## config.mk

```make
export PLATFORM = sky130hd
export DESIGN_NAME = irq_hub
export DESIGN_NICKNAME = d
export VERILOG_FILES = /design/src/rtl/irq_hub_pkg.sv /design/src/rtl/irq_hub_stat_bank.sv /design/src/rtl/irq_hub_pin_drv.sv /design/src/rtl/irq_hub.sv
export SDC_FILE = /design/constraint.sdc
export NUM_CORES = 1
export LEC_CHECK = 0
export BUFFER_PORTS_ARGS = -buffer_cell sky130_fd_sc_hd__buf_2
export CORE_MARGIN = 10
export CORE_UTILIZATION = 33
export DETAILED_ROUTE_END_ITERATION = 10
export PLACE_DENSITY = 0.58
export SETUP_SLACK_MARGIN = 0.4
export SLEW_MARGIN = 20
export SYNTH_ARGS = -nofsm -noshare
export SYNTH_HDL_FRONTEND = slang
export SYNTH_SLANG_ARGS = --single-unit
export TNS_END_PERCENT = 100
```

## constraint.sdc

```tcl
create_clock -name clk -period 2.85 [get_ports clk]
set_clock_uncertainty 0.1 [all_clocks]
set_input_delay 0.4275 -clock clk [delete_from_list [all_inputs] [get_ports clk]]
set_output_delay 0.4275 -clock clk [all_outputs]
set_load 0.01 [all_outputs]
```

## src/rtl/irq_hub_pkg.sv

```systemverilog
package irq_hub_pkg;

  typedef enum logic [2:0] {
    OFS_SRC_EN    = 3'd0,
    OFS_GPIO_EN   = 3'd1,
    OFS_CTRL      = 3'd2,
    OFS_SRC_STAT  = 3'd3,
    OFS_GPIO_STAT = 3'd4
  } reg_ofs_e;

  localparam int CTL_W        = 3;
  localparam int CTL_EN_BIT   = 0;
  localparam int CTL_PULSE_BIT = 1;
  localparam int CTL_POL_BIT  = 2;

endpackage

```

## src/rtl/irq_hub_stat_bank.sv

```systemverilog
// Enable register plus sticky write-one-to-clear status for W sources.
module irq_hub_stat_bank #(
  parameter int W = 8
) (
  input  logic         clk,
  input  logic         rst_n,
  input  logic         en_we,
  input  logic         stat_we,
  input  logic [W-1:0] wdata,
  input  logic [W-1:0] evt,
  output logic [W-1:0] en_q,
  output logic [W-1:0] stat_q,
  output logic         hit_any
);

  logic [W-1:0] hit;
  logic [W-1:0] stat_d;

  always_comb begin
    hit    = evt & en_q;
    stat_d = stat_q;
    if (stat_we) stat_d = stat_q & ~wdata;
    // a new event wins over a clear in the same cycle
    stat_d  = stat_d | hit;
    hit_any = |hit;
  end

  always_ff @(posedge clk or negedge rst_n) begin
    if (!rst_n) begin
      en_q <= '0;
    end else if (en_we) begin
      en_q <= wdata;
    end
  end

  always_ff @(posedge clk or negedge rst_n) begin
    if (!rst_n) begin
      stat_q <= '0;
    end else begin
      stat_q <= stat_d;
    end
  end

endmodule

```

## src/rtl/irq_hub_pin_drv.sv

```systemverilog
// Control register and host pin shaping: level or fixed-width pulse.
module irq_hub_pin_drv
  import irq_hub_pkg::*;
#(
  parameter int PULSE_CYC = 25
) (
  input  logic             clk,
  input  logic             rst_n,
  input  logic             ctl_we,
  input  logic [CTL_W-1:0] ctl_wdata,
  input  logic             pending,
  input  logic             trig,
  output logic [CTL_W-1:0] ctl_q,
  output logic             irq_pin
);

  localparam int CW = $clog2(PULSE_CYC + 1);
  localparam logic [CW-1:0] LOAD = CW'(PULSE_CYC);

  logic [CW-1:0] cnt_q;
  logic [CW-1:0] cnt_d;
  logic          busy;
  logic          active;

  always_comb begin
    busy  = (cnt_q != '0);
    cnt_d = cnt_q;
    if (busy) begin
      cnt_d = cnt_q - 1'b1;
    end else if (ctl_q[CTL_EN_BIT] && ctl_q[CTL_PULSE_BIT] && trig) begin
      cnt_d = LOAD;
    end
    active  = ctl_q[CTL_EN_BIT] && (ctl_q[CTL_PULSE_BIT] ? busy : pending);
    irq_pin = ctl_q[CTL_POL_BIT] ? active : !active;
  end

  always_ff @(posedge clk or negedge rst_n) begin
    if (!rst_n) begin
      ctl_q <= '0;
    end else if (ctl_we) begin
      ctl_q <= ctl_wdata;
    end
  end

  always_ff @(posedge clk or negedge rst_n) begin
    if (!rst_n) begin
      cnt_q <= '0;
    end else begin
      cnt_q <= cnt_d;
    end
  end

endmodule

```

## src/rtl/irq_hub.sv

```systemverilog
module irq_hub
  import irq_hub_pkg::*;
#(
  parameter int N_MOD     = 8,
  parameter int N_GPIO    = 24,
  parameter int PULSE_CYC = 25
) (
  input  logic              clk,
  input  logic              rst_n,
  input  logic              reg_we,
  input  logic [2:0]        reg_addr,
  input  logic [N_GPIO-1:0] reg_wdata,
  output logic [N_GPIO-1:0] reg_rdata,
  input  logic [N_MOD-1:0]  mod_evt,
  input  logic [N_GPIO-1:0] gpio_evt,
  output logic              irq_pin
);

  localparam int N_TOP = N_MOD + 1;

  // reset: asynchronous assert, synchronous release
  logic [1:0] rst_sync_q;
  logic       rst_sync_n;

  always_ff @(posedge clk or negedge rst_n) begin
    if (!rst_n) begin
      rst_sync_q <= 2'b00;
    end else begin
      rst_sync_q <= {rst_sync_q[0], 1'b1};
    end
  end
  assign rst_sync_n = rst_sync_q[1];

  // register decode
  logic we_src_en, we_gpio_en, we_ctl, we_src_stat, we_gpio_stat;

  always_comb begin
    we_src_en    = reg_we && (reg_addr == OFS_SRC_EN);
    we_gpio_en   = reg_we && (reg_addr == OFS_GPIO_EN);
    we_ctl       = reg_we && (reg_addr == OFS_CTRL);
    we_src_stat  = reg_we && (reg_addr == OFS_SRC_STAT);
    we_gpio_stat = reg_we && (reg_addr == OFS_GPIO_STAT);
  end

  // second level: per-line enables and status
  logic [N_GPIO-1:0] gpio_en_q;
  logic [N_GPIO-1:0] gpio_stat_q;
  logic              gpio_hit_any;

  irq_hub_stat_bank #(.W(N_GPIO)) u_gpio_bank (
    .clk     (clk),
    .rst_n   (rst_sync_n),
    .en_we   (we_gpio_en),
    .stat_we (we_gpio_stat),
    .wdata   (reg_wdata),
    .evt     (gpio_evt),
    .en_q    (gpio_en_q),
    .stat_q  (gpio_stat_q),
    .hit_any (gpio_hit_any)
  );

  // first level: module sources plus the I/O summary at index N_MOD
  logic [N_TOP-1:0] src_en_q;
  logic [N_TOP-1:0] src_stat_q;
  logic [N_TOP-1:0] src_evt;
  logic             src_hit_any;

  assign src_evt = {gpio_hit_any, mod_evt};

  irq_hub_stat_bank #(.W(N_TOP)) u_src_bank (
    .clk     (clk),
    .rst_n   (rst_sync_n),
    .en_we   (we_src_en),
    .stat_we (we_src_stat),
    .wdata   (reg_wdata[N_TOP-1:0]),
    .evt     (src_evt),
    .en_q    (src_en_q),
    .stat_q  (src_stat_q),
    .hit_any (src_hit_any)
  );

  // output stage
  logic [CTL_W-1:0] ctl_q;
  logic             pending;

  assign pending = |src_stat_q;

  irq_hub_pin_drv #(.PULSE_CYC(PULSE_CYC)) u_pin (
    .clk       (clk),
    .rst_n     (rst_sync_n),
    .ctl_we    (we_ctl),
    .ctl_wdata (reg_wdata[CTL_W-1:0]),
    .pending   (pending),
    .trig      (src_hit_any),
    .ctl_q     (ctl_q),
    .irq_pin   (irq_pin)
  );

  // read mux
  always_comb begin
    reg_rdata = '0;
    case (reg_addr)
      OFS_SRC_EN:    reg_rdata = N_GPIO'(src_en_q);
      OFS_GPIO_EN:   reg_rdata = gpio_en_q;
      OFS_CTRL:      reg_rdata = N_GPIO'(ctl_q);
      OFS_SRC_STAT:  reg_rdata = N_GPIO'(src_stat_q);
      OFS_GPIO_STAT: reg_rdata = gpio_stat_q;
      default:       reg_rdata = '0;
    endcase
  end

endmodule

```

# Word level (Yosys, flattened, before mapping)
# Index checks and enable logic that the tools add are counted.
# op_classes
n_addsub,1
eq_ne,4
mux,7
bitwise_logic,8
reduce_logical,15
# ops
op,n
24-bit case mux with 5 select lines,1
24-bit AND,2
24-bit two-way mux,1
24-bit inverter,1
24-bit OR,1
24-bit OR reduction,1
9-bit AND,2
9-bit OR reduction,2
5-bit two-way mux,2
9-bit two-way mux,1
9-bit inverter,1
9-bit OR,1
1-bit logical AND,8
3-bit by 2-bit equality test with 1-bit output (second input constant),2
5-bit nonzero test,1
5-bit by 1-bit subtractor with 5-bit output (second input constant),1
3-bit by 1-bit equality test with 1-bit output (second input constant),1
3-bit equality test (second input constant),1
3-bit zero test,1
1-bit two-way mux,2
2-bit nonzero test,1
1-bit zero test,1
# totals
ff_bits,76
inputBits,62
out_inout_bits,25
word_cells,42

# Depth between registers and ports, before layout
# depth
depth_word,7
ltp_mapped,7
depth_no_buf,6

# By module
# From an unflattened synthesis, not the netlist that was laid out.
# hier_totals
hier_cells,326
area_unflattened_um2,3704.8
# by_module_without_submodules
mod,n_inst,cells_per_inst,area_per_inst_um2,seq_area_each_um2
irq_hub_stat_bank (u_gpio_bank),1,142,1926.8,1201.2
irq_hub_stat_bank (u_src_bank),1,52,723.2,450.4
irq_hub,1,100,670.6,50.0
irq_hub_pin_drv,1,32,384.1,200.2

# Worst setup path before layout
# No wires, ideal clock.
# synth_timing
kind,input port to output port
from,input reg_addr[2]
to,output reg_rdata[11]
arrival_time_ns,1.355
required_time_ns,2.322
setup_slack_ns,0.967
stages,5
n_path_buf,2
cell_sequence,buf_4 nor2b_1 buf_2 a22oi_1 nor2_1
# synth_via
elab_chain_cells,2
elab_cells_between_ends,6
cone_classes,eq/ne (4); mux (1); reduce/logical (1)
# synth_rtl
item,line,source
from (decl),irq_hub.sv:11,"input logic [2:0] reg_addr,"
3-bit equality test (tied with other cells),irq_hub.sv:102,case (reg_addr)
24-bit case mux with 5 select lines *,irq_hub.sv:102,
to (decl),irq_hub.sv:13,"output logic [N_GPIO-1:0] reg_rdata,"
# Mark *: on every way between the ends. The rest lies on a longest branch, timed or not.

# Final worst setup path
# layout_timing
from,register u_pin.cnt_q[0]
to,output irq_pin
# layout_via
elab_chain_cells,5
# layout_rtl
item,line,source
from (decl),irq_hub_pin_drv.sv:20,logic [CW-1:0] cnt_q;
from (signal assigned),irq_hub_pin_drv.sv:49,cnt_q <= cnt_d;
5-bit nonzero test *,irq_hub_pin_drv.sv:26,busy = (cnt_q != '0);
1-bit two-way mux *,irq_hub_pin_drv.sv:33,active = ctl_q[CTL_EN_BIT] && (ctl_q[CTL_PULSE_BIT] ? busy : pending);
1-bit logical AND *,irq_hub_pin_drv.sv:33,
1-bit zero test,irq_hub_pin_drv.sv:34,irq_pin = ctl_q[CTL_POL_BIT] ? active : !active;
1-bit two-way mux *,irq_hub_pin_drv.sv:34,
to (decl),irq_hub.sv:16,output logic irq_pin
# Marked as above.

==> results.txt <==
Library cells used by synthesis = 39
DR pass1 iterations = 6
R2r setup slk = 1.13 ns
First-pass GRT wire length = 17500 um
Largest cells by area after synthesis = dfrtp_1 51%, mux2_2 10%, a22o_1 8.8%, nand2_1 4.4%, a22oi_1 4.2%
Largest family of logic cells by synthesized area = compound AO/OA/AOI/OAI gates
Critical Path Source Type = flip-flop
H-Tree Level Count = 3
Critical Path RT = 2.32 ns
Synth Area in Adders = 0.665%
Worst skew pair latency = 0.33 ns
R2r startpoint = u_gpio_bank.en_q[20]$_DFFE_PN0P_
Inserted Clock Buffers = 9
RSZ-0062 raised after global routing = no
Final setup viols = 0
Worst-margin pin slew = 0.937 ns
GP Congestion = 0.796
Largest net degree at the start of global routing = 75
Clk sink count = 76
Max-cap violations = 0
Register area share after synthesis = 50.5%
Max Slew Vio Count = 0
FMAX = 429 MHz
Final ANT Viol Nets = 0
Post-synth top area share = 50.5%
Synthesized Nets = 401
R2R cell count = 5
Post-Syn Area per Cell = 11.2 um2
Final wirelength = 10800 um
Dominant cell type by area after synthesis = dfrtp_1
Post-synthesis mux area share = 14.0%
Synthesized area = 3760 um2
Vias per cell = 5.34
Root Buffer = clkbuf_16
Ys flop type = dfrtp_1
Die Y = 127 um
Routed length per instance = 18.9 um
Core Area = 11000 um2
Die area = 16100 um2
Synth-to-Final Area Change = 24.9%
Syn. warnings = 0
Port buffer count = 86
Simple-Gate Fraction of Synth Area = 12.4%
GRT Overall Usage = 13.3%
Via count = 3061
Worst EP arrival = 1.80 ns
Hold endpoint = u_src_bank.stat_q[2]$_DFF_PN0_
Rows = 38
Status = completed
Post-synth EDFFs = 0
Crit Path Max Fanout = 8
Starting density of the core = 34.3%
Share of cells above drive strength 1 = 36.0%
Initial drt markers = 166
Final period util = 81.7%
Endpoint class of the critical path = output pin
Min Tclk post-route = 2.33 ns
HP Class = primary input to flip-flop
Worst min-delay path startpoint = mod_evt[2]
Reg2reg end = u_src_bank.stat_q[8]$_DFF_PN0_
Post-CTS setup buffer count = 0
CTS tree = built
Worst VDD drop = 374 uV
Die X-Extent = 127 um
Ys async rst share = 100%
CTS clk-pin slew, worst paths = 0.06 ns
Final hold vios = 0
FF+latch count, synth = 76
Synth Instances = 337
Compound-Gate Fraction of Synth Area = 18.8%
DRC Markers = 0
Hold slack = 0.241 ns
Power per cell area = 754 nW/um2
Max-slew headroom = 37.6%
Overflow after GRT = 0
Sum Neg Setup Slack = 0 ns
Post-Synth XOR/XNOR Area = 0.698%
Kind of critical path = flip-flop to output pin
Nets = 490
LEAKAGE = 2.13 nW
Worst hold stages = 2
Hpwl dp = 7930 um
Longest Clk Path Bufs = 2
Initial antenna violation count = 1
I/O pins = 87
Vias in the first global route = 3266
-- registers in the layout (all words and copies together), names as in the netlist --
signal / flops
u_src_bank.en_q: 9
u_gpio_bank.stat_q: 24
rst_sync_q: 2
u_pin.ctl_q: 3
u_src_bank.stat_q: 9
u_pin.cnt_q: 5
u_gpio_bank.en_q: 24
-- worst max path at each step --
stage                                    start                         endpoint  slack, ns  depth (start not counted)
floorplan              rst_sync_q[1]$_DFF_PN0_  u_gpio_bank.en_q[0]$_DFFE_PN0P_       0.48                          0
global placement                   reg_addr[1]                     reg_rdata[4]       0.58                          6
detailed placement                 reg_addr[1]                     reg_rdata[4]       0.54                          6
CTS                 u_pin.cnt_q[0]$_DFFE_PN0P_                          irq_pin       0.47                          7
global route        u_pin.cnt_q[0]$_DFFE_PN0P_                          irq_pin       0.41                          7
finish              u_pin.cnt_q[0]$_DFFE_PN0P_                          irq_pin       0.52                          7
-- area by class of cell --
| type | instances | area [um2] |
|---|---|---|
| Inverter | 3 | 11.3 |
| Timing Repair Buffer | 94 | 493 |
| Sequential cell | 76 | 1900 |
| Clock inverter | 4 | 95.1 |
| Tap cell | 140 | 175 |
| Multi-Input combinational cell | 242 | 1760 |
| Fill cell | 1048 | 6280 |
| Antenna cell | 2 | 5.00 |
| Clock buffer | 12 | 256 |
-- what timing repair did --
item / CTS / global route
hold endpoints to repair: 2 / 0
setup endpoints to repair: 1 / 1
hold buffers: 1 / 0
resized for setup: 1 / 2
pin swaps: 0 / 0
-- report_power, final --
part	switching [W]	leakage, nW	internal (W)	total [W]
Combinational	0.000358	1.14	0.000371	0.000728
Sequential	0.000200	0.824	0.00129	0.00149
Clock	0.000425	0.173	0.000902	0.00133
Total	0.000983	2.13	0.00256	0.00355
-- Yosys cell counts (2+ instances only) --
master / number
dfrtp_1: 76
nand2_1: 44
a22o_1: 38
mux2_2: 34
nor2_1: 32
a22oi_1: 21
mux2i_1: 12
a21oi_1: 11
buf_2: 9
o21ai_0: 7
a221oi_2: 3
inv_1: 3
nor2b_1: 3
o22ai_1: 3
a221oi_1: 2
a31oi_1: 2
and2_1: 2
and3_1: 2
buf_4: 2
buf_6: 2
clkbuf_1: 2
ha_1: 2
mux2_1: 2
nand2b_1: 2
nand3_1: 2
nor3_1: 2
nor3_4: 2
nor3b_2: 2
nor4_1: 2
xor2_1: 2
-- cell families (layout without fill, tap and decap cells) --
logic type,after synthesis,after routing
AO/OA/AOI/OAI,90,90
XOR/XNOR,3,3
adder cells (fa/ha/maj),2,2
buffers and inverters,19,113
flip-flops,76,76
multiplexers,48,48
other,1,3
AND/OR/NAND/NOR,98,98
-- layout by cell type, fill, tap and decap left out, drive strengths merged, types with 4 or more instances in the layout --
cell,instances
nor2,33
buf,93
clkbuf,12
a221oi,5
mux2i,12
a21oi,11
a22oi,21
a22o,38
mux2,36
dfrtp,76
o21ai,7
nor3,4
nand2,44
-- through the flow --
stage               setup WS, ns  instance area, um2  cells  power, W  util (%)
finish                     0.520                4700    573   0.00355      42.8
global route               0.406                4700    571   0.00374      42.8
CTS                        0.472                4690    571   0.00356      42.7
detailed placement         0.544                4330    554   0.00222      39.4
global placement           0.582                4330    554   0.00220      39.4
floorplan                  0.477                3760    337   0.00196         -
-- critical path: stages (launching register included) --
cell and delay (ns):
dfrtp_1 0.38, inv_1 0.11, ha_2 0.20, and3_4 0.24
nand2_1 0.07, nand3_1 0.09, xor2_1 0.21, buf_2 0.17
-- layer usage --
layer | share of wire (%) | GRT usage (%) | up-vias
li1 | - | - | 1424
met1 | 44 | 16.7 | 1520
met2 | 46 | 20.9 | 101
met3 | 8.2 | 4.54 | 16
met4 | 1.8 | 4.69 | 0
met5 | 0 | 0 | -
No activity file was read; power rests on OpenSTA's default activity.
